## config.mk

```make
export PLATFORM = sky130hd
export DESIGN_NAME = ras_slice
export DESIGN_NICKNAME = d
export VERILOG_FILES = /design/src/rtl/ras_pkg.sv /design/src/rtl/ras_operand_mux.sv /design/src/rtl/ras_carry_chain.sv /design/src/rtl/ras_result_sel.sv /design/src/rtl/ras_qbank.sv /design/src/rtl/ras_slice.sv
export SDC_FILE = /design/constraint.sdc
export NUM_CORES = 1
export LEC_CHECK = 0
export BUFFER_PORTS_ARGS = -buffer_cell sky130_fd_sc_hd__buf_2
export CORE_AREA = 3 3 40 42
export CTS_BUF_LIST = sky130_fd_sc_hd__clkbuf_16
export DETAILED_ROUTE_END_ITERATION = 8
export DIE_AREA = 0 0 43 45
export PLACE_DENSITY = 0.66
export SLEW_MARGIN = 20
export SYNTH_ARGS = -nofsm -noshare
export SYNTH_HDL_FRONTEND = slang
export SYNTH_SLANG_ARGS = --single-unit
export TNS_END_PERCENT = 50
```

## constraint.sdc

```tcl
create_clock -name clk -period 3.3 [get_ports clk]
set_clock_uncertainty 0.2 [all_clocks]
set_input_delay 0.33 -clock clk [delete_from_list [all_inputs] [get_ports clk]]
set_output_delay 0.33 -clock clk [all_outputs]
set_load 0.1 [all_outputs]
```

## src/rtl/ras_pkg.sv

```systemverilog
package ras_pkg;
    localparam int SLICE_W = 4;

    typedef enum logic [1:0] {
        MODE_COUNT   = 2'b00,
        MODE_MULSTEP = 2'b01,
        MODE_EQ      = 2'b10,
        MODE_SUB     = 2'b11
    } ras_mode_e;
endpackage

```

## src/rtl/ras_operand_mux.sv

```systemverilog
module ras_operand_mux
    import ras_pkg::*;
#(
    parameter int W = SLICE_W
) (
    input  ras_mode_e      mode,
    input  logic [W-1:0]   a,
    input  logic           a4,
    input  logic [W-1:0]   b,
    input  logic           cin,
    output logic [W-1:0]   opx,
    output logic [W-1:0]   opy,
    output logic           c0
);
    always_comb begin
        opx = a;
        opy = '0;
        c0  = 1'b0;
        unique case (mode)
            MODE_COUNT: begin
                if (a4) begin
                    opy = '0;
                    c0  = cin;
                end else begin
                    opy = {W{cin}};
                    c0  = 1'b0;
                end
            end
            MODE_MULSTEP: begin
                opy = a4 ? b : '0;
                c0  = cin;
            end
            MODE_EQ: begin
                opy = '0;
                c0  = 1'b0;
            end
            MODE_SUB: begin
                opy = ~b;
                c0  = cin;
            end
        endcase
    end
endmodule

```

## src/rtl/ras_carry_chain.sv

```systemverilog
module ras_carry_chain #(
    parameter int W = 4
) (
    input  logic [W-1:0] opx,
    input  logic [W-1:0] opy,
    input  logic         c0,
    output logic [W-1:0] sum,
    output logic         carry
);
    logic [W:0] cy;

    assign cy[0] = c0;

    for (genvar i = 0; i < W; i++) begin : g_bit
        assign sum[i]  = opx[i] ^ opy[i] ^ cy[i];
        assign cy[i+1] = (opx[i] & opy[i]) | (cy[i] & (opx[i] ^ opy[i]));
    end

    assign carry = cy[W];
endmodule

```

## src/rtl/ras_result_sel.sv

```systemverilog
module ras_result_sel
    import ras_pkg::*;
#(
    parameter int W = SLICE_W
) (
    input  ras_mode_e      mode,
    input  logic [W-1:0]   a,
    input  logic           a4,
    input  logic [W-1:0]   b,
    input  logic           cin,
    input  logic [W-1:0]   sum,
    input  logic           carry,
    output logic [W-1:0]   f,
    output logic           cout
);
    logic [W-1:0] diff_bits;

    assign diff_bits = a ^ b;

    always_comb begin
        f    = sum;
        cout = carry;
        unique case (mode)
            MODE_COUNT: begin
                f    = sum;
                cout = a4 ? carry : (cin & ~carry);
            end
            MODE_MULSTEP: begin
                f    = sum;
                cout = carry;
            end
            MODE_EQ: begin
                f    = diff_bits;
                cout = cin | (|diff_bits);
            end
            MODE_SUB: begin
                f    = sum;
                cout = carry;
            end
        endcase
    end
endmodule

```

## src/rtl/ras_qbank.sv

```systemverilog
module ras_qbank #(
    parameter int W = 4
) (
    input  logic         clk,
    input  logic         rst,
    input  logic         en,
    input  logic [W-1:0] d,
    output logic [W-1:0] q
);
    always_ff @(posedge clk) begin
        if (rst)     q <= '0;
        else if (en) q <= d;
    end

    AST_LOAD_ON_EN: assert property (@(posedge clk) disable iff (rst)
        en |=> (q == $past(d)));
    AST_HOLD_NO_EN: assert property (@(posedge clk) disable iff (rst)
        !en |=> $stable(q));
    AST_RESET_CLEARS: assert property (@(posedge clk)
        rst |=> (q == '0));
endmodule

```

## src/rtl/ras_slice.sv

```systemverilog
module ras_slice
    import ras_pkg::*;
#(
    parameter int W = SLICE_W
) (
    input  logic         clk,
    input  logic         rst,
    input  logic         en,
    input  logic [1:0]   mode,
    input  logic [W-1:0] a,
    input  logic         a4,
    input  logic [W-1:0] b,
    input  logic         cin,
    output logic [W-1:0] f,
    output logic         cout,
    output logic [W-1:0] q
);
    localparam logic [W-1:0] ALL_ONES = {W{1'b1}};

    ras_mode_e    mode_e;
    logic [W-1:0] opx, opy, sum;
    logic         c0, carry;

    assign mode_e = ras_mode_e'(mode);

    ras_operand_mux #(.W(W)) u_opmux (
        .mode (mode_e), .a (a), .a4 (a4), .b (b), .cin (cin),
        .opx (opx), .opy (opy), .c0 (c0)
    );

    ras_carry_chain #(.W(W)) u_chain (
        .opx (opx), .opy (opy), .c0 (c0), .sum (sum), .carry (carry)
    );

    ras_result_sel #(.W(W)) u_rsel (
        .mode (mode_e), .a (a), .a4 (a4), .b (b), .cin (cin),
        .sum (sum), .carry (carry), .f (f), .cout (cout)
    );

    ras_qbank #(.W(W)) u_qbank (
        .clk (clk), .rst (rst), .en (en), .d (f), .q (q)
    );

    AST_UP_WRAP: assert property (@(posedge clk) disable iff (rst)
        (mode == 2'b00 && a4 && cin) |-> (cout == (a == ALL_ONES)));
    AST_DOWN_WRAP: assert property (@(posedge clk) disable iff (rst)
        (mode == 2'b00 && !a4 && cin) |-> (cout == (a == '0)));
    AST_MUL_PASS: assert property (@(posedge clk) disable iff (rst)
        (mode == 2'b01 && !a4 && !cin) |-> (f == a && !cout));
    AST_EQ_FLAG: assert property (@(posedge clk) disable iff (rst)
        (mode == 2'b10 && !cin) |-> (cout == (a != b)));
    AST_SUB_NOBORROW: assert property (@(posedge clk) disable iff (rst)
        (mode == 2'b11 && cin) |-> (cout == (a >= b)));
    AST_COUNT_STEP: assert property (@(posedge clk) disable iff (rst)
        (mode == 2'b00 && a4 && cin && en && a == q) |=> (q == $past(q) + 1'b1));
endmodule

```

# Word level (Yosys, flattened, before mapping)
# Index checks and enable logic that the tools add are counted.
# op_classes
n_eq_ne	3
muxes	8
bitwise_logic	25
reduce_logical	4
# ops
operator	count
case mux 4 bit (4 select lines)	1
bitwise AND 1 bit	9
two-way mux 4 bit	2
case mux 4 bit (2 select lines)	1
XOR 1 bit	8
case mux 1 bit (3 select lines)	2
OR 1 bit	5
== test 2 bit (second input constant)	2
NOT 4 bit	1
OR reduction 4 bit	1
XOR 4 bit	1
OR reduction 3 bit	1
== test 2 x 1 -> 1 bit (second input constant)	1
logical NOT 2 bit	1
two-way mux 1 bit	2
OR reduction 2 bit	1
NOT 1 bit	1
# totals
regBits	4
input_bits	15
out_inout_bits	9
word_cells	41

# Longest topological paths before layout
# depth
word_depth	15
mapped_depth	12
depth_no_buf	11

# By module
# Synthesis repeated with hierarchy kept, for this count alone.
# unflattened
hier_cells	63
hier_area_um2	516.7
# by_module_without_submodules
module	instances	cells_each	area_each_um2	seq_area_each_um2
ras_qbank	1	13	140.1	80.1
ras_result_sel	1	20	132.6	0.0
ras_operand_mux	1	16	126.4	0.0
ras_carry_chain	1	14	117.6	0.0

# Least setup slack after synthesis
# Ideal clock, no wire load.
# synth_path
path_kind	input-to-reg
startpoint	input mode[0]
endpoint	register u_qbank.q[1]
setup_time_ns	0.073
t_arrival_ns	3.634
required_time_ns	3.027
path_slack_ns	-0.607
stages	9
n_path_buf	1
path_cell_list	buf_6 -> nor3b_2 -> a31oi_1 -> o22a_2 -> fa_1 -> fa_1 -> mux2i_1 -> mux2i_1 -> nor2_1
# synth_via
elab_chain_len	7
elab_cells_between_ends	15
classes_between	3 x eq/ne; 3 x mux; 6 x bitwise; 3 x reduce/logical
# synth_lines
item	line	rtl
from (decl)	ras_slice.sv:9	input logic [1:0] mode,
== test 2 bit, or another cell as far along	ras_operand_mux.sv:19, ras_result_sel.sv:23	
case mux 4 bit (4 select lines) / OR reduction 2 bit (equally long branches)	-	
XOR 1 bit / case mux 1 bit (3 select lines) (equally long branches)	ras_carry_chain.sv:16, ras_operand_mux.sv:19	
bitwise AND 1 bit	ras_carry_chain.sv:16	assign cy[i+1] = (opx[i] & opy[i]) | (cy[i] & (opx[i] ^ opy[i]));
OR 1 bit	ras_carry_chain.sv:16	
XOR 1 bit	ras_carry_chain.sv:15	assign sum[i] = opx[i] ^ opy[i] ^ cy[i];
case mux 4 bit (2 select lines) (*)	ras_result_sel.sv:23	unique case (mode)
via f[1]	ras_slice.sv:14	output logic [W-1:0] f,
to (signal assigned)	ras_qbank.sv:11	if (rst) q <= '0;
to (signal assigned)	ras_qbank.sv:12	else if (en) q <= d;
to (decl)	ras_qbank.sv:8	output logic [W-1:0] q
# Mark *: on every way through the listed nets, which the timed path passes. The rest lies on a longest branch.
# A chain may end at the register's enable or synchronous reset.

# Worst setup path after layout
# layout_path
startpoint	input mode[0]
endpoint	output f[3]
# layout_via
elab_chain_len	11
elab_cells_between_ends	23
classes_between	3 x eq/ne; 3 x mux; 14 x bitwise; 3 x reduce/logical
# layout_lines
item	line
== test 2 bit, or another cell as far along	ras_operand_mux.sv:19, ras_result_sel.sv:23
case mux 4 bit (4 select lines) / OR reduction 2 bit (equally long branches)	-
XOR 1 bit / case mux 1 bit (3 select lines) (equally long branches)	ras_carry_chain.sv:16, ras_operand_mux.sv:19
bitwise AND 1 bit	ras_carry_chain.sv:16
OR 1 bit	ras_carry_chain.sv:16
bitwise AND 1 bit	ras_carry_chain.sv:16
OR 1 bit	ras_carry_chain.sv:16
bitwise AND 1 bit	ras_carry_chain.sv:16
OR 1 bit	ras_carry_chain.sv:16
XOR 1 bit	ras_carry_chain.sv:15
case mux 4 bit (2 select lines) (*)	ras_result_sel.sv:23
to (decl)	ras_slice.sv:14
# Every way passes the cells marked *; elsewhere a longest branch is shown, timed or not.

==> summary.md <==
| Metric | Value |
|---|---|
| Hold crit path type | in -> reg |
| Clock sinks | 4 |
| Routed len/inst | 12.33 um |
| Critical Path Source Type | input port |
| Yosys warns | 0 |
| Pre-antenna DRT Iters | 3 |
| Crit path arrival time | 2.76 ns |
| Routed vias | 482 |
| Fin crit share | 99.57% |
| Sw Share | 42.71% |
| DIE AREA | 1935 sq um |
| CTS root buf | clkbuf_16 |
| Final setup violation count | 0 |
| Final ANT Viol Nets | 0 |
| Largest net degree at the start of global routing | 7 |
| Combinational share of power | 52.4% |
| Yosys cell types | 19 |
| Max Cap Viol | 0 |
| R2R Path End | u_qbank.q[2]$_SDFFE_PP0P_ |
| Post-route DRC | 0 |
| Vias in the first global route | 457 |
| Synth Instances | 50 |
| Max reg flops | 4 |
| Dpl hpwl | 1.037 mm |
| Reg2Reg Setup Slack | 2.51 ns |
| CTS tree | built |
| Leak | 0.3900 nW |
| Switching power total | 0.2182 mW |
| CP cell instances | buf_2 > nor3b_2 > buf_4 > buf_4 > buf_4 > a31oi_1 > o22a_2 > fa_2 > inv_2 > fa_2 > fa_1 > mux2_4 > buf_12 |
| RD Place Congestion | 0.7698 |
| Total CTS buffers | 3 |
| Origin of the critical flop-to-flop path | u_qbank.q[2]$_SDFFE_PP0P_ |
| Die width | 43 um |
| Critical-path top delay cell | fa_1 |
| Layout cells sized above 1 | 58.54% |
| Cell area after synthesis | 480.5 sq um |
| Initial antenna violation count | 0 |
| Syn nets | 69 |
| Reg2reg path depth | 2 |
| Crit path time final | 3.286 ns |
| Seq/Total Area, Yosys | 16.67% |
| Hold Buf Count CTS | 0 |
| Largest registers | u_qbank.q (4) |
| Final WS setup | 0.01411 ns |
| Top reg by flops | u_qbank.q |
| Clock Power Share | 36.5% |
| Setup_tns | 0 ns |
| Status | finished, final reports clean |
| Core Region | 1285 sq um |
| Worst-Skew Late Latency | 0.22 ns |
| Number of I/O port buffers | 23 |
| Row count | 13 |
| Gr usage total | 13.26% |
| Peak VDD IR | 0.2378 mV |
| # H-tree levels | 1 |
| Syn avg cell area | 9.609 sq um |
| Antenna diode count | 0 |
| Power Density | 643.0 nW/um^2 |
| Number of nets in the layout | 103 |
| Max clock buf depth | 2 |
| Post-route cell area | 794.5 sq um |
| End of the critical path | f[3] |
| Sequential share of power | 11.1% |
| Initial core utilization | 37.39% |
| Post-DR vias/cell | 4.969 |
| Setup Slack @ Placement | -0.1920 ns |
| # placed instances | 92 |
| First-pass GRT wire length | 1.821 mm |
| Post-synthesis sequential element count | 4 |
| Post-synth EDFFs | 0 |
| Final Max Tran Viols | 0 |
| Drt initial violations | 8 |
| Critical-path maximum fanout | 6 |
| Synth top area cells | dfxtp_1 17%, fa_1 17%, mux2i_1 13%, buf_6 7.0%, mux2_4 6.3% |
| Worst slew margin | 67.60% |
| Total gr overflow | 0 |
| Crit path top cell by count | buf_4 |
| Placed instance area | 681.9 sq um |
| Top_reg_cell synth | dfxtp_1 |
| Worst-path clk slew | 0.03 ns |
| Internal power | 0.2927 mW |
| Non-Filler Instances | 97 |
| Cell taking the most area after synthesis | dfxtp_1 |
| Final Hold Viols | 0 |
| Yosys top cell area share | 16.67% |
| Max incr delay on CP | 0.41 ns |
| WL final | 1.196 mm |
| Critical path required time | 2.77 ns |
| Fill cell count | 117 |
| Setup CP Type | in -> out |
| Area Growth Syn to Fin | 65.36% |
| Asr flop ratio synth | 0% |
| Core Util, Final | 61.83% |
| Fmax | 0.3043 GHz |
| I/O Pins | 24 |
| RSZ-0062 raised after global routing | yes |
| Slew @ Worst Pin | 0.4893 ns |
| Chip Height | 45 um |
| Crit. Startpoint | mode[0] |
| CP endpoint kind | primary output |
through the flow:
step | power, mW | hold WS [ns]
2_1_floorplan | 0.2554 | 0.2024
3_3_place_gp | 0.3083 | 0.2704
3_5_place_dp | 0.3126 | 0.2815
4_1_cts | 0.5149 | 0.1226
5_1_grt | 0.5310 | 0.1307
6_report | 0.5109 | 0.1247
worst max-delay path, delay by kind of cell:
family | cells | cell delay (ns)
AO/OA/AOI/OAI | 2 | 0.28
adder cells (fa/ha/maj) | 3 | 0.95
buffers and inverters | 6 | 0.70
multiplexers | 1 | 0.30
AND/OR/NAND/NOR | 1 | 0.19
layout make-up:
type | count | area [sq um] | area share, %
multi-input cells | 38 | 370.4 | 46.61
repair buffers | 33 | 235.2 | 29.61
flip-flops and latches | 4 | 80.08 | 10.08
clock buffers | 3 | 75.07 | 9.449
well taps | 15 | 18.77 | 2.362
inverters | 4 | 15.01 | 1.890
worst min path at each step:
stage,startpoint,end,slack [ns],cells after the start
finish,rst,u_qbank.q[2]$_SDFFE_PP0P_,0.12,2
global route,rst,u_qbank.q[3]$_SDFFE_PP0P_,0.13,2
CTS,rst,u_qbank.q[2]$_SDFFE_PP0P_,0.12,2
detailed placement,u_qbank.q[2]$_SDFFE_PP0P_,u_qbank.q[2]$_SDFFE_PP0P_,0.28,2
global placement,u_qbank.q[0]$_SDFFE_PP0P_,u_qbank.q[0]$_SDFFE_PP0P_,0.27,2
floorplan,rst,u_qbank.q[0]$_SDFFE_PP0P_,0.20,1
cells by family after synthesis:
group | share of synthesized area [%]
and+or+nand+nor | 12.50
adders and majority gates | 16.67
DFF | 16.67
xor gates and xnor gates | 7.293
AOI/OAI and AO/OA | 16.93
buffers and inverters | 11.20
muxes | 18.75
cells in the final DEF, fill, tap and decap left out, types with 2 or more instances in the layout:
cell type  count
buf_2         20
o22a_2         2
o22ai_1        2
nor2_1         5
buf_12         3
clkbuf_16      3
xor2_1         2
nand2_1        4
xnor2_1        2
a31oi_1        4
fa_2           3
mux2i_1        4
inv_1          3
buf_4         10
mux2_4         2
dfxtp_1        4
layer usage:
layer | vias up | wire length [um] | GRT usage [%]
met4 | 0 | 15 | 9.036
met2 | 22 | 612 | 24.25
met5 | - | 0 | 0
met1 | 220 | 454 | 12.81
met3 | 2 | 113 | 3.984
li1 | 238 | - | -
Yosys cell counts (2+ instances only):
library cell / count
mux2i_1: 6
nor2_1: 5
a31oi_1: 4
dfxtp_1: 4
fa_1: 4
inv_1: 4
nand2_1: 4
buf_6: 3
mux2_4: 2
o22a_2: 2
o22ai_1: 2
xnor2_1: 2
xor2_1: 2
power groups by stage:
stage	registers (mW)	clock network, mW	logic (mW)
6_report	0.0567	0.186	0.268
5_1_grt	0.0573	0.195	0.279
4_1_cts	0.0567	0.189	0.270
3_5_place_dp	0.0573	0	0.255
3_3_place_gp	0.0572	0	0.251
2_1_floorplan	0.0981	0	0.157
repair_timing:
item                                    CTS  global route
buffers inserted                          2             0
gates resized for setup                   8             0
endpoints found under the setup margin    2             3
pin swaps                                 2             1
(Power assumes the default switching activity.)
